File: config.mk
export PLATFORM = sky130hd
export DESIGN_NAME = qcal_phase_cal
export DESIGN_NICKNAME = d
export VERILOG_FILES = /design/src/rtl/qcal_pkg.sv /design/src/rtl/qcal_trigger.sv /design/src/rtl/qcal_run_timer.sv /design/src/rtl/qcal_phase_meter.sv /design/src/rtl/qcal_phase_cal.sv
export SDC_FILE = /design/constraint.sdc
export NUM_CORES = 1
export LEC_CHECK = 0
export CORE_MARGIN = 3
export CORE_UTILIZATION = 50
export DETAILED_ROUTE_END_ITERATION = 12
export PLACE_DENSITY = 0.76
export SETUP_SLACK_MARGIN = 0.3
export SKIP_CTS_REPAIR_TIMING = 1
export SLEW_MARGIN = 0
export SYNTH_ARGS = -nofsm -noshare
export SYNTH_HDL_FRONTEND = slang
export SYNTH_HIERARCHICAL = 1
export SYNTH_SLANG_ARGS = --single-unit
File: constraint.sdc
create_clock -name clk -period 4.6 [get_ports clk]
set_input_delay 1.38 -clock clk [delete_from_list [all_inputs] [get_ports clk]]
set_output_delay 1.38 -clock clk [all_outputs]
set_load 0.03 [all_outputs]
File: src/rtl/qcal_pkg.sv
package qcal_pkg;

    typedef enum logic {
        RUN_IDLE   = 1'b0,
        RUN_ACTIVE = 1'b1
    } run_state_e;

    typedef enum logic {
        MEAS_WAIT_I = 1'b0,
        MEAS_TRACK  = 1'b1
    } meas_state_e;

endpackage

File: src/rtl/qcal_trigger.sv
module qcal_trigger #(
    parameter int unsigned RUN_LEN = 65
) (
    input  logic clk,
    input  logic rst_n,
    input  logic xfer_done_i,
    input  logic ctl_wr_i,
    input  logic ctl_wr_val_i,
    input  logic busy_i,
    output logic start_o,
    output logic ctl_o,
    output logic wr_allow_o
);
    localparam int unsigned HOLD_W = $clog2(RUN_LEN + 1);
    localparam logic [HOLD_W-1:0] HOLD_MAX = HOLD_W'(RUN_LEN);

    typedef struct packed {
        logic              boot;
        logic              ctl;
        logic [HOLD_W-1:0] hold;
    } trig_t;

    trig_t t_d, t_q;
    logic  sw_rise, auto_req;

    always_comb begin
        t_d      = t_q;
        sw_rise  = ctl_wr_i & ctl_wr_val_i & ~t_q.ctl;
        auto_req = xfer_done_i & ~t_q.ctl;
        start_o  = ~busy_i & (t_q.boot | auto_req | sw_rise);

        t_d.boot = 1'b0;
        if (ctl_wr_i) begin
            t_d.ctl = ctl_wr_val_i;
        end
        // hold time counts cycles spent with the bit at 1
        if (!t_q.ctl) begin
            t_d.hold = '0;
        end else if (t_q.hold != HOLD_MAX) begin
            t_d.hold = t_q.hold + 1'b1;
        end
    end

    always_ff @(posedge clk or negedge rst_n) begin
        if (!rst_n) begin
            t_q <= '{boot: 1'b1, ctl: 1'b0, hold: '0};
        end else begin
            t_q <= t_d;
        end
    end

    assign ctl_o      = t_q.ctl;
    assign wr_allow_o = t_q.ctl & (t_q.hold == HOLD_MAX);

endmodule

File: src/rtl/qcal_run_timer.sv
module qcal_run_timer
    import qcal_pkg::*;
#(
    parameter int unsigned RUN_LEN = 65
) (
    input  logic clk,
    input  logic rst_n,
    input  logic start_i,
    output logic busy_o,
    output logic last_o
);
    localparam int unsigned CNT_W = $clog2(RUN_LEN);
    localparam logic [CNT_W-1:0] CNT_LAST = CNT_W'(RUN_LEN - 1);

    typedef struct packed {
        run_state_e       st;
        logic [CNT_W-1:0] cnt;
    } tmr_t;

    tmr_t r_d, r_q;

    always_comb begin
        r_d    = r_q;
        last_o = (r_q.st == RUN_ACTIVE) && (r_q.cnt == CNT_LAST);
        unique case (r_q.st)
            RUN_IDLE: begin
                if (start_i) begin
                    r_d.st  = RUN_ACTIVE;
                    r_d.cnt = '0;
                end
            end
            RUN_ACTIVE: begin
                if (last_o) begin
                    r_d.st  = RUN_IDLE;
                    r_d.cnt = '0;
                end else begin
                    r_d.cnt = r_q.cnt + 1'b1;
                end
            end
            default: r_d = r_q;
        endcase
    end

    always_ff @(posedge clk or negedge rst_n) begin
        if (!rst_n) begin
            r_q <= '{st: RUN_IDLE, cnt: '0};
        end else begin
            r_q <= r_d;
        end
    end

    assign busy_o = (r_q.st == RUN_ACTIVE);

endmodule

File: src/rtl/qcal_phase_meter.sv
module qcal_phase_meter
    import qcal_pkg::*;
#(
    parameter int unsigned CODE_W = 6
) (
    input  logic              clk,
    input  logic              rst_n,
    input  logic              start_i,
    input  logic              busy_i,
    input  logic              i_smp_i,
    input  logic              q_smp_i,
    output logic [CODE_W-1:0] code_o,
    output logic              wide_o
);
    localparam int unsigned PER_W = CODE_W + 1;
    localparam logic [CODE_W-1:0] PH_MAX  = {CODE_W{1'b1}};
    localparam logic [PER_W-1:0]  PER_MAX = {PER_W{1'b1}};

    typedef struct packed {
        logic              i_prev;
        logic              q_prev;
        meas_state_e       st;
        logic              ph_done;
        logic              per_done;
        logic [CODE_W-1:0] ph;
        logic [PER_W-1:0]  per;
    } meas_t;

    meas_t m_d, m_q;
    logic  i_rise, q_rise;

    always_comb begin
        m_d        = m_q;
        i_rise     = i_smp_i & ~m_q.i_prev;
        q_rise     = q_smp_i & ~m_q.q_prev;
        m_d.i_prev = i_smp_i;
        m_d.q_prev = q_smp_i;

        if (start_i) begin
            m_d.st       = MEAS_WAIT_I;
            m_d.ph_done  = 1'b0;
            m_d.per_done = 1'b0;
            m_d.ph       = '0;
            m_d.per      = '0;
        end else if (busy_i) begin
            unique case (m_q.st)
                MEAS_WAIT_I: begin
                    if (i_rise) begin
                        m_d.st  = MEAS_TRACK;
                        m_d.per = PER_W'(1);
                        if (q_rise) begin
                            m_d.ph_done = 1'b1;
                            m_d.ph      = '0;
                        end else begin
                            m_d.ph = CODE_W'(1);
                        end
                    end
                end
                MEAS_TRACK: begin
                    if (!m_q.ph_done) begin
                        if (q_rise) begin
                            m_d.ph_done = 1'b1;
                        end else if (m_q.ph != PH_MAX) begin
                            m_d.ph = m_q.ph + 1'b1;
                        end
                    end
                    if (!m_q.per_done) begin
                        if (i_rise) begin
                            m_d.per_done = 1'b1;
                        end else if (m_q.per != PER_MAX) begin
                            m_d.per = m_q.per + 1'b1;
                        end
                    end
                end
                default: m_d = m_q;
            endcase
        end
    end

    always_ff @(posedge clk or negedge rst_n) begin
        if (!rst_n) begin
            m_q <= '{i_prev: 1'b0, q_prev: 1'b0, st: MEAS_WAIT_I,
                     ph_done: 1'b0, per_done: 1'b0, ph: '0, per: '0};
        end else begin
            m_q <= m_d;
        end
    end

    assign code_o = m_q.ph;
    assign wide_o = m_q.ph_done & m_q.per_done & ({m_q.ph, 1'b0} > m_q.per);

endmodule

File: src/rtl/qcal_phase_cal.sv
module qcal_phase_cal #(
    parameter int unsigned RUN_LEN = 65,
    parameter int unsigned CODE_W  = 6
) (
    input  logic              clk,
    input  logic              rst_n,
    input  logic              i_smp_i,
    input  logic              q_smp_i,
    input  logic              xfer_done_i,
    input  logic              ctl_wr_i,
    input  logic              ctl_wr_val_i,
    input  logic              code_wr_i,
    input  logic [CODE_W-1:0] code_wr_val_i,
    output logic              ctl_o,
    output logic [CODE_W-1:0] code_o,
    output logic              wide_o,
    output logic              busy_o
);
    typedef struct packed {
        logic [CODE_W-1:0] code;
        logic              wide;
    } res_t;

    res_t              res_d, res_q;
    logic              start, run_busy, run_last, wr_allow;
    logic [CODE_W-1:0] meas_code;
    logic              meas_wide;

    qcal_trigger #(.RUN_LEN(RUN_LEN)) u_trig (
        .clk          (clk),
        .rst_n        (rst_n),
        .xfer_done_i  (xfer_done_i),
        .ctl_wr_i     (ctl_wr_i),
        .ctl_wr_val_i (ctl_wr_val_i),
        .busy_i       (run_busy),
        .start_o      (start),
        .ctl_o        (ctl_o),
        .wr_allow_o   (wr_allow)
    );

    qcal_run_timer #(.RUN_LEN(RUN_LEN)) u_tmr (
        .clk     (clk),
        .rst_n   (rst_n),
        .start_i (start),
        .busy_o  (run_busy),
        .last_o  (run_last)
    );

    qcal_phase_meter #(.CODE_W(CODE_W)) u_meas (
        .clk     (clk),
        .rst_n   (rst_n),
        .start_i (start),
        .busy_i  (run_busy),
        .i_smp_i (i_smp_i),
        .q_smp_i (q_smp_i),
        .code_o  (meas_code),
        .wide_o  (meas_wide)
    );

    always_comb begin
        res_d = res_q;
        if (run_last) begin
            res_d.code = meas_code;
            res_d.wide = meas_wide;
        end else if (code_wr_i && wr_allow) begin
            res_d.code = code_wr_val_i;
        end
    end

    always_ff @(posedge clk or negedge rst_n) begin
        if (!rst_n) begin
            res_q <= '{code: '0, wide: 1'b0};
        end else begin
            res_q <= res_d;
        end
    end

    assign code_o = res_q.code;
    assign wide_o = res_q.wide;
    assign busy_o = run_busy;

endmodule

---- Word level (Yosys, flattened, before mapping) ----
Index checks and enable logic that the tools add are counted.
storage, ports and cells
  register bits ........................... 42
  output and inout port bits .............. 9
  logic and storage cells ................. 87
cells by class
  add/subtract/negate cells ............... 4
  $lt $le $gt $ge ......................... 1
  equality and inequality tests ........... 15
  muxes and demuxes ....................... 28
  bitwise logic cells ..................... 16
  reduce and logical (&&, ||, !) cells .... 9
operators by type and width
  kind                                                                      number
  7-bit 2-to-1 mux                                                          6
  16-bit 2-to-1 mux                                                         2
  6-bit 2-to-1 mux                                                          5
  13-bit case mux with 2 select lines                                       1
  7-bit by 1-bit adder with 7-bit output (second input constant)            3
  3-bit inequality test (second input constant)                             6
  8-bit case mux with 2 select lines                                        1
  7-bit == test (second input constant)                                     2
  7-bit inequality test (second input constant)                             2
  13-bit 2-to-1 mux                                                         1
  5-bit AND reduction                                                       2
  1-bit AND                                                                 9
  1-bit 2-to-1 mux                                                          9
  8-bit 2-to-1 mux                                                          1
  7-bit greater-than comparator                                             1
  6-bit by 1-bit adder with 6-bit output (second input constant)            1
  3-bit by 2-bit inequality test with 1-bit output (second input constant)  2
  6-bit inequality test (second input constant)                             1
  2-bit nonzero test                                                        3
  1-bit inverter                                                            5
  2-bit inequality test (second input constant)                             2
  3-bit AND reduction                                                       1
  1-bit logical AND                                                         2
  2-bit 2-to-1 mux                                                          1
  other kinds (3)                                                           4

---- Depth between registers and ports, before layout ----
  word-level depth ........................ 7
  gate-level depth with buffers ........... 9

---- Cells and area by module ----
The synthesis kept the hierarchy.
modules (own cells, without submodules)
  module            times used  cells an instance  area an instance (um^2)
  qcal_phase_meter  1           122                1184.9
  qcal_trigger      1           47                 473.0
  qcal_run_timer    1           49                 465.4
  qcal_phase_cal    1           35                 364.1

---- Worst setup path after synthesis ----
No wires, ideal clock.
  path type ............................... input to register
  start ................................... input port ctl_wr_i
  end ..................................... register u_meas.m_q, in the netlist u_meas/code_o[0]
  setup time .............................. 125 ps
  arrival ................................. 2698 ps
  slack ................................... 1778 ps
  stages on the path ...................... 7
  path buffers ............................ 1
  cells stage by stage .................... a21oi_1 -> nor2_1 -> o21ba_2 -> buf_2 -> nand2b_1 -> o21ai_2 -> mux2_2
on the way
  cells in the longest elaborated chain, start to end .. 6
ends and longest elaborated chain
  element                                                               RTL line                source
  start: declaration                                                    qcal_phase_cal.sv:10    input logic ctl_wr_i,
  1-bit AND (*) (2 in series)                                           qcal_trigger.sv:28      sw_rise = ctl_wr_i & ctl_wr_val_i & ~t_q.ctl;
  1-bit OR (*)                                                          qcal_trigger.sv:30      start_o = ~busy_i & (t_q.boot | auto_req | sw_rise);
  1-bit AND (*)                                                         qcal_trigger.sv:30
  net start                                                             qcal_phase_cal.sv:25    logic start, run_busy, run_last, wr_allow;
  3-bit inequality test (no source line), or another cell as far along  --
  5-bit AND reduction (no source line)                                  --
  end signal: assignment                                                qcal_phase_meter.sv:82  m_q <= '{i_prev: 1'b0, q_prev: 1'b0, st: MEAS_WAIT_I,
  end signal: assignment                                                qcal_phase_meter.sv:85  m_q <= m_d;
  end: declaration                                                      qcal_phase_meter.sv:29  meas_t m_d, m_q;
Mark *: on every way through the listed nets, which the timed path passes. The rest lies on a longest branch.
A chain may end at the register's enable or synchronous reset.

---- Final worst setup path ----
  start ................................... input port ctl_wr_i
  end ..................................... register u_meas/m_q[4] (netlist name)
The elaborated chain is that of the path after synthesis.

==> Implementation_results.wiki <==
{| class="wikitable"
! Metric !! Value
|-
| Outcome || complete, no violations
|-
| Vias per std cell || 5.48
|-
| Setup repair after global routing missed its margin || no
|-
| Global-route layer with the greatest usage || met2
|-
| Router iterations before antenna repair || 4
|-
| PortBufs || 22
|-
| Register area || 1050 µm²
|-
| Yosys top cell area share || 41.2%
|-
| Start point of the worst hold path || u_meas/m_q[6]$_DFFE_PN0P_
|-
| Number of max-slew violations in the final report || 0
|-
| Max Clock Skew || 5.12 ps
|-
| Slowest stage cell on the critical path || sky130_fd_sc_hd__nor2b_1
|-
| Launching point of the worst reg2reg path || u_tmr/busy_o$_DFF_PN0_
|-
| RR Endpoint || u_meas/m_q[4]$_DFFE_PN0P_
|-
| Clock latency of the later-clocked register in the worst-skew pair || 300 ps
|-
| Capturing element type of the critical path || flip-flop
|-
| Data arrival time of the worst path || 3750 ps
|-
| Most common library cell in the layout ignoring fill and taps || sky130_fd_sc_hd__dfrtp_1
|-
| Antenna Diode Count || 0
|-
| Minimum setup slack among reg-to-reg paths || 2060 ps
|-
| Clock Pin Slew Worst Setup and Hold Paths || 80 ps
|-
| Portion of the post-synthesis area used by sequential elements || 42.3%
|-
| Multi-input combinational cell area || 1250 µm²
|-
| Number of H-tree levels || 2
|-
| Met2 layer usage reported by global route || 25.9%
|-
| Top library cells by usage in the layout, fill and taps aside || sky130_fd_sc_hd__dfrtp_1, sky130_fd_sc_hd__nand2_1, sky130_fd_sc_hd__clkdlybuf4s50_1, sky130_fd_sc_hd__inv_1, sky130_fd_sc_hd__ha_1
|-
| GP Congestion || 0.830
|-
| Leakage dissipation || 1.18 nW
|-
| Antenna-violating nets left || 0
|-
| Number of cells in the finished layout apart from fillers || 334
|-
| Number of buffers and inverters on the critical path || 1
|-
| Min Hold Slack || 484 ps
|-
| Maximum operating frequency || 285 MHz
|-
| All-layer global routing usage || 16.7%
|-
| Power per standard cell area || 607 nW/µm²
|-
| End point of the critical path || u_meas/m_q[4]$_DFFE_PN0P_
|-
| Top cell family by delay on the critical path || compound AO/OA/AOI/OAI gates
|-
| Via count || 1829
|-
| Vias in the first global route || 1704
|-
| Endpoint required time on the critical path || 4840 ps
|-
| Syn-to-layout area delta || 13.0%
|-
| Number of top-level pins || 23
|-
| Average wire length per cell after detail routing || 13.6 µm
|-
| Starting density of the core || 52.3%
|-
| Startpoint Class || input pin
|-
| Die Area || 5860 µm²
|-
| CTS tree || yes
|-
| Met3 track utilization from global routing || 5.08%
|-
| Largest fanout of any net on the critical path || 12
|-
| Cell count after placement || 326
|-
| First-pass GRT wire length || 7890 µm
|-
| Async set-reset flop share out of synthesis || 100%
|-
| Count of maximum capacitance violations || 0
|-
| Number of buffers inserted during clock tree synthesis || 5
|-
| Max-Slew Margin vs Limit || 39.3%
|-
| CTS Root Cell || sky130_fd_sc_hd__clkbuf_8
|-
| Total overflow reported by the global router || 0
|-
| Area inside the core boundary || 4750 µm²
|-
| Number of enable flip-flop cells after synthesis || 0
|-
| Filler Cell Count || 411
|-
| Ordered cell list for the critical path || clkdlybuf4s50_1, a21oi_1, nor2_1, o21ba_2, nor2b_1, nand2_2, o41ai_1, a21o_1
|-
| Final worst-path cycle share || 76.4%
|-
| Worst setup path startpoint || ctl_wr_i
|-
| Synthesized netlist net count || 279
|-
| X dimension of the die || 76.5 µm
|-
| Max stage delay on crit path || 580 ps
|-
| Maximum number of pins on one net before global-route repair || 43
|-
| Number of violations reported at the end of detailed-routing iteration 0 || 96
|-
| Proportion of layout cells with a drive suffix above 1 || 12.4%
|-
| Number of clock sinks || 42
|-
| Actual slew at the worst max-slew pin || 910 ps
|-
| Buffers from clock root to sink, at most || 2
|-
| Routed wire length || 4540 µm
|-
| Number of rows created at floorplan || 25
|-
| Gate count after technology mapping || 253
|-
| Average size of a mapped cell || 9.83 µm²
|-
| Remaining DRCs || 0
|-
| Global-route track usage on met1 || 22.0%
|-
| Top cells by area, synth || sky130_fd_sc_hd__dfrtp_1, sky130_fd_sc_hd__ha_1, sky130_fd_sc_hd__nand2_1
|-
| Hold WC Path Type || reg2reg
|-
| Count of nets after finishing || 292
|-
| Count of state elements after synthesis || 42
|-
| Total of warnings raised by yosys || 6
|-
| Fin crit period || 3510 ps
|-
| Final number of setup-violating endpoints || 0
|-
| Final TNS setup || 0 ps
|-
| Netlist area before placement || 2490 µm²
|-
| Count of cell types in the netlist || 59
|-
| Post-DP HPWL || 3160 µm
|-
| Most instantiated flip-flop cell in the synthesis netlist || sky130_fd_sc_hd__dfrtp_1
|-
| Antenna violations before repair || 0
|-
| Worst reg-to-reg path cell count || 5
|-
| Endpoints failing hold || 0
|-
| Cell type contributing the most total cell area after synthesis || sky130_fd_sc_hd__dfrtp_1
|-
| Vert. Die Dim || 76.5 µm
|-
| Worst IR drop on VDD || 245 µV
|-
| CP Depth || 8
|-
| Worst Setup Path Type || in2reg
|}
kinds of logic after synthesis:
| group | count (synthesis) | synth area share, % |
|---|---|---|
| AO/OA/AOI/OAI | 54 | 17.6 |
| adder cells (fa/ha/maj) | 12 | 6.04 |
| buffers and inverters | 36 | 7.54 |
| flip-flops | 42 | 42.3 |
| other | 1 | 0.151 |
| multiplexers | 9 | 3.97 |
| AND/OR/NAND/NOR | 95 | 21.0 |
| XOR/XNOR | 4 | 1.41 |
power by group:
group / leakage [nW] / internal, mW / switching, mW
Sequential: 0.514 / 0.488 / 0.157
Clock: 0.0683 / 0.217 / 0.132
Combinational: 0.594 / 0.326 / 0.386
final cells by class:
type	instances	share of cell area, %
tap	67	2.98
clock buffer	5	2.45
clock inverter	3	2.45
timing repair buffer	22	7.65
multi-input combinational	175	44.4
inverter	20	2.67
sequential	42	37.4
worst min-delay path by stage:
stage | to | cells after the start
global route | wide_o$_DFFE_PN0P_ | 1
floorplan | u_meas/m_q[6]$_DFFE_PN0P_ | 1
global placement | u_meas/m_q[6]$_DFFE_PN0P_ | 1
CTS | u_meas/m_q[6]$_DFFE_PN0P_ | 1
finish | u_meas/m_q[6]$_DFFE_PN0P_ | 1
detailed placement | u_meas/m_q[6]$_DFFE_PN0P_ | 1
stage by stage:
step	total power, mW	worst slack, ps	area (µm²)	util, %
after floorplan	1.19	1780	2490	-
after global placement	1.34	951	2670	56.2
after detailed placement	1.36	848	2670	56.2
after CTS	1.72	1150	2810	59.1
after global routing	1.83	974	2810	59.1
final	1.71	1090	2810	59.1
registers in the layout, indices dropped and copies added (netlist names):
signal	flops
wide_o	1
code_o	6
u_trig/ctl_o	1
u_tmr/r_q	7
u_tmr/busy_o	1
u_meas/m_q	12
u_trig/t_q	8
u_meas/code_o	6
worst register-to-register path, stage by stage, from the launching register on:
cell and delay (ps):
sky130_fd_sc_hd__dfrtp_1 730, sky130_fd_sc_hd__o21ba_2 330, sky130_fd_sc_hd__nor2b_1 580, sky130_fd_sc_hd__nand2_2 280, sky130_fd_sc_hd__o41ai_1 450, sky130_fd_sc_hd__a21o_1 120
per-layer routing:
layer / wire (µm) / vias to the layer above
met3: 189 / 7
met2: 2070 / 37
met1: 2230 / 858
li1: - / 927
met4: 58 / 0
met5: 0 / -
synthesized netlist by cell type (3+ instances only):
cell type / instances
sky130_fd_sc_hd__nand4b_1: 6
sky130_fd_sc_hd__ha_1: 12
sky130_fd_sc_hd__nand2b_1: 7
sky130_fd_sc_hd__dfrtp_1: 41
sky130_fd_sc_hd__nand3_1: 8
sky130_fd_sc_hd__nor3_1: 5
sky130_fd_sc_hd__o21ai_0: 8
sky130_fd_sc_hd__nor2_1: 10
sky130_fd_sc_hd__a21oi_1: 9
sky130_fd_sc_hd__nand4_1: 3
sky130_fd_sc_hd__mux2i_1: 5
sky130_fd_sc_hd__buf_2: 3
sky130_fd_sc_hd__inv_1: 19
sky130_fd_sc_hd__o211ai_1: 4
sky130_fd_sc_hd__buf_4: 11
sky130_fd_sc_hd__o22a_2: 4
sky130_fd_sc_hd__mux2_2: 3
sky130_fd_sc_hd__and2_1: 4
sky130_fd_sc_hd__a21o_1: 3
sky130_fd_sc_hd__nor2b_1: 5
sky130_fd_sc_hd__xnor2_1: 3
sky130_fd_sc_hd__nand2_1: 31
sky130_fd_sc_hd__o311ai_1: 6
sky130_fd_sc_hd__o22a_1: 3
Note: power is estimated with default switching activity, not from simulation.
